`src/rtl/a429_tx_pkg.sv`:
```
package a429_tx_pkg;

  typedef enum logic [1:0] {
    TX_IDLE,
    TX_LOAD,
    TX_DATA,
    TX_GAP
  } tx_state_e;

  // Reorder a word so that index 31 is the first serial bit:
  // label bits 7..0, then bits 8..31.
  function automatic logic [31:0] serial_order(input logic [31:0] w);
    logic [31:0] s;
    for (int b = 0; b < 32; b++) begin
      if (b < 8) s[31-b] = w[7-b];
      else       s[31-b] = w[b];
    end
    return s;
  endfunction

endpackage

```
`src/rtl/a429_tx_loader.sv`:
```
module a429_tx_loader #(
  parameter int HW = 16
) (
  input  logic          clk,
  input  logic          rst,
  input  logic [HW-1:0] bus_data,
  input  logic          strobe_lo,
  input  logic          strobe_hi,
  input  logic          full,
  output logic          wr_en,
  output logic [2*HW-1:0] wr_data
);
  logic          armed;
  logic [HW-1:0] low_half;

  assign wr_en   = strobe_hi && armed && !full;
  assign wr_data = {bus_data, low_half};

  always_ff @(posedge clk) begin
    if (rst) begin
      armed    <= 1'b0;
      low_half <= '0;
    end else if (strobe_lo) begin
      armed    <= 1'b1;
      low_half <= bus_data;
    end else if (strobe_hi) begin
      armed    <= 1'b0;
    end
  end
endmodule

```
`src/rtl/a429_tx_fifo.sv`:
```
module a429_tx_fifo #(
  parameter int DW    = 32,
  parameter int DEPTH = 32
) (
  input  logic          clk,
  input  logic          rst,
  input  logic          wr_en,
  input  logic [DW-1:0] wr_data,
  input  logic          rd_en,
  output logic [DW-1:0] rd_data,
  output logic          empty,
  output logic          half,
  output logic          full
);
  localparam int AW = $clog2(DEPTH);

  logic [DW-1:0] mem [DEPTH];
  logic [AW-1:0] wp, rp;
  logic [AW:0]   cnt, cnt_n;

  always_comb begin
    cnt_n = cnt;
    if (wr_en) cnt_n = cnt_n + 1'b1;
    if (rd_en) cnt_n = cnt_n - 1'b1;
  end

  always_ff @(posedge clk) begin
    if (wr_en) mem[wp] <= wr_data;
  end

  always_ff @(posedge clk) begin
    if (rd_en) rd_data <= mem[rp];
  end

  always_ff @(posedge clk) begin
    if (rst) begin
      wp    <= '0;
      rp    <= '0;
      cnt   <= '0;
      empty <= 1'b1;
      half  <= 1'b0;
      full  <= 1'b0;
    end else begin
      if (wr_en) wp <= wp + 1'b1;
      if (rd_en) rp <= rp + 1'b1;
      cnt   <= cnt_n;
      empty <= (cnt_n == 0);
      half  <= (cnt_n >= (AW+1)'(DEPTH/2));
      full  <= (cnt_n == (AW+1)'(DEPTH));
    end
  end
endmodule

```
`src/rtl/a429_tx_serializer.sv`:
```
module a429_tx_serializer
  import a429_tx_pkg::*;
#(
  parameter int HALF_FAST = 4,
  parameter int SLOW_MULT = 8
) (
  input  logic        clk,
  input  logic        rst,
  input  logic        tx_en,
  input  logic        fifo_empty,
  input  logic [31:0] rd_data,
  input  logic        par_en,
  input  logic        par_even,
  input  logic        slow_rate,
  output logic        rd_en,
  output logic        busy,
  output logic        line_one,
  output logic        line_zero
);
  localparam int HALF_SLOW = HALF_FAST * SLOW_MULT;
  localparam int HCW       = $clog2(HALF_SLOW + 1);

  tx_state_e   st;
  logic [31:0] seq, load_word;
  logic [HCW-1:0] hc, cur_half, sel_half;
  logic [4:0]  bi;
  logic        ph;
  logic [2:0]  gcnt;

  assign rd_en = (st == TX_IDLE) && tx_en && !fifo_empty;
  assign busy  = (st == TX_LOAD) || (st == TX_DATA);

  always_comb begin
    load_word = rd_data;
    if (par_en) load_word[31] = par_even ? (^rd_data[30:0]) : ~(^rd_data[30:0]);
    sel_half = slow_rate ? HCW'(HALF_SLOW) : HCW'(HALF_FAST);
  end

  always_ff @(posedge clk) begin
    if (rst) begin
      st        <= TX_IDLE;
      seq       <= '0;
      hc        <= '0;
      cur_half  <= HCW'(HALF_FAST);
      bi        <= '0;
      ph        <= 1'b0;
      gcnt      <= '0;
      line_one  <= 1'b0;
      line_zero <= 1'b0;
    end else begin
      case (st)
        TX_IDLE: begin
          line_one  <= 1'b0;
          line_zero <= 1'b0;
          if (rd_en) st <= TX_LOAD;
        end
        TX_LOAD: begin
          seq       <= serial_order(load_word);
          line_one  <= load_word[7];
          line_zero <= ~load_word[7];
          cur_half  <= sel_half;
          hc        <= sel_half - HCW'(1);
          bi        <= '0;
          ph        <= 1'b0;
          st        <= TX_DATA;
        end
        TX_DATA: begin
          if (hc != '0) begin
            hc <= hc - HCW'(1);
          end else begin
            hc <= cur_half - HCW'(1);
            if (!ph) begin
              line_one  <= 1'b0;
              line_zero <= 1'b0;
              ph        <= 1'b1;
            end else if (bi == 5'd31) begin
              gcnt <= '0;
              st   <= TX_GAP;
            end else begin
              bi        <= bi + 5'd1;
              ph        <= 1'b0;
              seq       <= seq << 1;
              line_one  <= seq[30];
              line_zero <= ~seq[30];
            end
          end
        end
        default: begin
          line_one  <= 1'b0;
          line_zero <= 1'b0;
          if (hc != '0) begin
            hc <= hc - HCW'(1);
          end else begin
            hc <= cur_half - HCW'(1);
            if (gcnt == 3'd7) st <= TX_IDLE;
            else              gcnt <= gcnt + 3'd1;
          end
        end
      endcase
    end
  end
endmodule

```
`src/rtl/a429_tx_engine.sv`:
```
module a429_tx_engine #(
  parameter int DEPTH     = 32,
  parameter int HALF_FAST = 4,
  parameter int SLOW_MULT = 8
) (
  input  logic        clk,
  input  logic        rst,
  input  logic [15:0] bus_data,
  input  logic        strobe_lo,
  input  logic        strobe_hi,
  input  logic        tx_en,
  input  logic        par_en,
  input  logic        par_even,
  input  logic        slow_rate,
  output logic        line_one,
  output logic        line_zero,
  output logic        tx_ready,
  output logic        fifo_half,
  output logic        fifo_full
);
  localparam int HW = 16;
  localparam int DW = 2 * HW;

  logic          wr_ok, rd_en, busy, fifo_empty;
  logic [DW-1:0] wr_data, rd_data;

  a429_tx_loader #(.HW(HW)) u_ld (
    .clk(clk), .rst(rst), .bus_data(bus_data),
    .strobe_lo(strobe_lo), .strobe_hi(strobe_hi), .full(fifo_full),
    .wr_en(wr_ok), .wr_data(wr_data)
  );

  a429_tx_fifo #(.DW(DW), .DEPTH(DEPTH)) u_q (
    .clk(clk), .rst(rst), .wr_en(wr_ok), .wr_data(wr_data),
    .rd_en(rd_en), .rd_data(rd_data),
    .empty(fifo_empty), .half(fifo_half), .full(fifo_full)
  );

  a429_tx_serializer #(.HALF_FAST(HALF_FAST), .SLOW_MULT(SLOW_MULT)) u_ser (
    .clk(clk), .rst(rst), .tx_en(tx_en), .fifo_empty(fifo_empty),
    .rd_data(rd_data), .par_en(par_en), .par_even(par_even),
    .slow_rate(slow_rate), .rd_en(rd_en), .busy(busy),
    .line_one(line_one), .line_zero(line_zero)
  );

  always_ff @(posedge clk) begin
    if (rst)                      tx_ready <= 1'b1;
    else if (wr_ok)               tx_ready <= 1'b0;
    else if (!busy && fifo_empty) tx_ready <= 1'b1;
  end
endmodule

```
`config.mk`:
```
export PLATFORM = sky130hd
export DESIGN_NAME = a429_tx_engine
export DESIGN_NICKNAME = d
export VERILOG_FILES = /design/src/rtl/a429_tx_pkg.sv /design/src/rtl/a429_tx_loader.sv /design/src/rtl/a429_tx_fifo.sv /design/src/rtl/a429_tx_serializer.sv /design/src/rtl/a429_tx_engine.sv
export SDC_FILE = /design/constraint.sdc
export NUM_CORES = 1
export LEC_CHECK = 0
export BUFFER_PORTS_ARGS = -buffer_cell sky130_fd_sc_hd__buf_2
export CAP_MARGIN = 10
export CELL_PAD_IN_SITES_DETAIL_PLACEMENT = 1
export CELL_PAD_IN_SITES_GLOBAL_PLACEMENT = 2
export CORE_UTILIZATION = 45
export CTS_BUF_LIST = sky130_fd_sc_hd__clkbuf_8
export DETAILED_ROUTE_END_ITERATION = 12
export GPL_ROUTABILITY_DRIVEN = 0
export PLACE_DENSITY_LB_ADDON = 0.1
export SLEW_MARGIN = 20
export SYNTH_ARGS = -nofsm -noshare
export SYNTH_HDL_FRONTEND = slang
export SYNTH_SLANG_ARGS = --single-unit
```
`constraint.sdc`:
```
create_clock -name clk -period 5.85 [get_ports clk]
set_input_delay 0.8775 -clock clk [delete_from_list [all_inputs] [get_ports clk]]
set_output_delay 0.8775 -clock clk [all_outputs]
set_load 0.01 [all_outputs]
```
==> results.cfg <==
[cts]
cts-hold-fix-buffers = 0
root_buffer = clkbuf_8
cts_max_path_buffers = 3
cts_tree = done
htreeDepth = 4
clk_latency_ns = 0.85
cts_resized = 0
cts_sinks = 1145
postCtsSetupBuffers = 0
cts_buffers = 188
clk_pin_slew_ns = 0.06

[worst_setup_path]
crit_required_ns = 6.40
crit_buf_inv = 1
worstPathMaxFanout = 61
path_common_cell = mux4_2
criticalPathCategory = register to register
startpoint_type = register
crit_slowest_cell = dfxtp_4
path_delay_family = multiplexers
worstPathArrival_ns = 3.89
cp_slowest_stage_delay_ns = 0.83
cp_cell_sequence = buf_12, mux4_2, mux4_2, mux2_2
critical_path.endpoint_type = register

[yosys]
synth_top_area_share_pct = 71.7
yosysSeqAreaShare_pct = 75.7
yosys.area.top_type = edfxtp_1
synth_flop_cell = edfxtp_1
synth_nets = 2053
async_flop_share_pct = 0
syn_avg_cell_area_um2 = 22.0
ys_seq_elements = 1145
synth-edff-count = 1056
ys_warn_count = 0
synth_cells = 2013
synth_area_leaders = edfxtp_1 (72%), mux4_2 (16%), dfxtp_1 (4.0%), mux2i_1 (1.2%), nor2_1 (0.96%)
synth_cell_types = 49
syn_area_um2 = 44300

[finish]
multi_input_area_um2 = 10400
layout_common_cells = edfxtp_1 (1056), mux4_2 (320), clkbuf_8 (192), nor2_1 (81), dfxtp_1 (81)
syn_to_final_growth_pct = 13.5
fill_cells = 8536
seq_area_um2 = 33500
final_net_count = 2225
fin_area_um2 = 50200
drive_above_1_share_pct = 31.0
final_common_cell = edfxtp_1
fin_util_pct = 51.8

[detailed_routing]
route.final.wire_length_mm = 109
remaining_drc_errors = 0
post_drt_wl_per_cell_um = 30.1
first_pass_iters = 7
vias_per_cell = 5.78
drt_iter0_drc = 1998
antenna_left = 0
num_vias = 20900

[die]
die_h_um = 316
core_area_um2 = 97000
ioPinCount = 29
fp.dieW_um = 316
rows = 114
dieArea_um2 = 99600
start_util_pct = 45.6

[timing]
rsz0062_at_grt = false
fin_worst_skew_ns = 0.0379
tightest_slew_ns = 0.997
fin_crit_sh_pct = 57.0
fmax_mhz = 300
setup_viol = 0
hold_violations = 0
slew_violations = 0
setup_tns_ns = 0
slew-limit-headroom_pct = 33.5
period_minus_slack_ns = 3.34
holdWs_ns = 0.352

[global_route]
grt_overflow = 0
antenna_found_initial = 12
grt_start_max_net_pins = 75
grt_pass1_vias = 22100
groute.usage.overall_pct = 22.5
grt_pass1_wl_mm = 159

[power]
power.density_nw_per_um2 = 373
power_frac_clock_pct = 34.5
cellLeakagePower_nw = 15.4
combPwrFrac_pct = 15.0
p_switching_w = 0.00491
ir_drop_mv = 0.215
p_int_w = 0.0138
power_frac_seq_pct = 50.6
switching_share_pct = 26.3
design_power_total_w = 0.0187

[outcome]
outcome = completed

[placed_design]
placed_cell_area_um2 = 46700
port_buffers = 28
dp_hpwl_mm = 67.4

[hold_path]
hold_class = input pin to register

[flow_run]
maxCapViolations = 0
## through the flow
step           worst slack, ns  instances
2_1_floorplan             2.29       2013
3_3_place_gp              2.22       3240
3_5_place_dp              2.34       3270
4_1_cts                   2.48       3613
5_1_grt                   2.37       3615
6_report                  2.51       3617
## cell usage after synthesis, types with 4 or more instances
master,count
buf_6,5
ha_1,16
xor2_1,17
mux2_2,32
nand3_1,9
buf_2,12
mux4_2,320
mux2i_1,53
xnor2_1,37
nand2b_1,4
a21oi_1,22
buf_1,12
dfxtp_1,89
a211oi_1,31
nand3b_1,8
buf_4,20
nor2_1,113
nand4_1,5
nor3_1,10
nand2_1,29
edfxtp_1,1056
clkbuf_1,61
inv_1,12
## flip-flops by register name, indices dropped and copies added, names as in the netlist, 2 cells and up
name and cells:
u_q.mem 1024, u_q.rd_data 32, u_ser.seq 31, u_ld.low_half 16
u_q.cnt 6, u_ser.hc 6, u_q.rp 5, u_q.wp 5
u_ser.bi 5, u_ser.gcnt 3, u_ser.cur_half 2, u_ser.st 2
## power by group through the flow
stage | logic [W] | clock network, W | registers [W]
finish | 0.00280 | 0.00645 | 0.00946
global route | 0.00303 | 0.00696 | 0.00949
CTS | 0.00288 | 0.00664 | 0.00947
detailed placement | 0.00287 | 0 | 0.00964
global placement | 0.00282 | 0 | 0.00964
floorplan | 0.00211 | 0 | 0.00950
## worst min-delay path, cell delays in order
cell,delay (ns)
buf_2,0.11
nand2_1,0.08
a21oi_1,0.06
## final timing paths
kind,cells after the start,endpoint,slack [ns],start
worst max-delay path,4,u_q.rd_data[14],2.51,u_q.rp[0]
worst min-delay path,3,u_ser.cur_half[5],0.35,slow_rate
worst max register to register,4,u_q.rd_data[14],2.51,u_q.rp[0]
worst min register to register,1,u_ser.hc[0],0.46,u_ser.hc[0]
## kinds of logic (layout without fill, tap and decap cells)
family | after synthesis | count (layout) | share of synthesized area (%)
other | 0 | 3 | 0
adders and majority gates | 16 | 16 | 0.452
AOI/OAI and AO/OA | 74 | 74 | 1.13
and+or+nand+nor | 197 | 197 | 2.04
muxes | 405 | 405 | 18.3
buffers and inverters | 122 | 447 | 1.32
xor gates and xnor gates | 54 | 54 | 1.07
DFF | 1145 | 1145 | 75.7
## final cells by class
type	count	share of cell area [%]
tap	1276	3.18
multi-input combinational	746	20.8
antenna	3	0.0149
sequential	1145	66.7
clock inverter	151	1.59
clock buffer	192	5.26
timing repair buffer	92	2.37
inverter	12	0.0897
## per-layer routing
layer | vias up | share of wire, % | global-route usage (%)
li1 | 8768 | - | -
met1 | 11500 | 44 | 32.4
met2 | 559 | 49 | 35.9
met3 | 125 | 5.3 | 4.15
met4 | 0 | 1.4 | 5.42
met5 | - | 0 | 0
No activity file was read; power rests on OpenSTA's default activity.
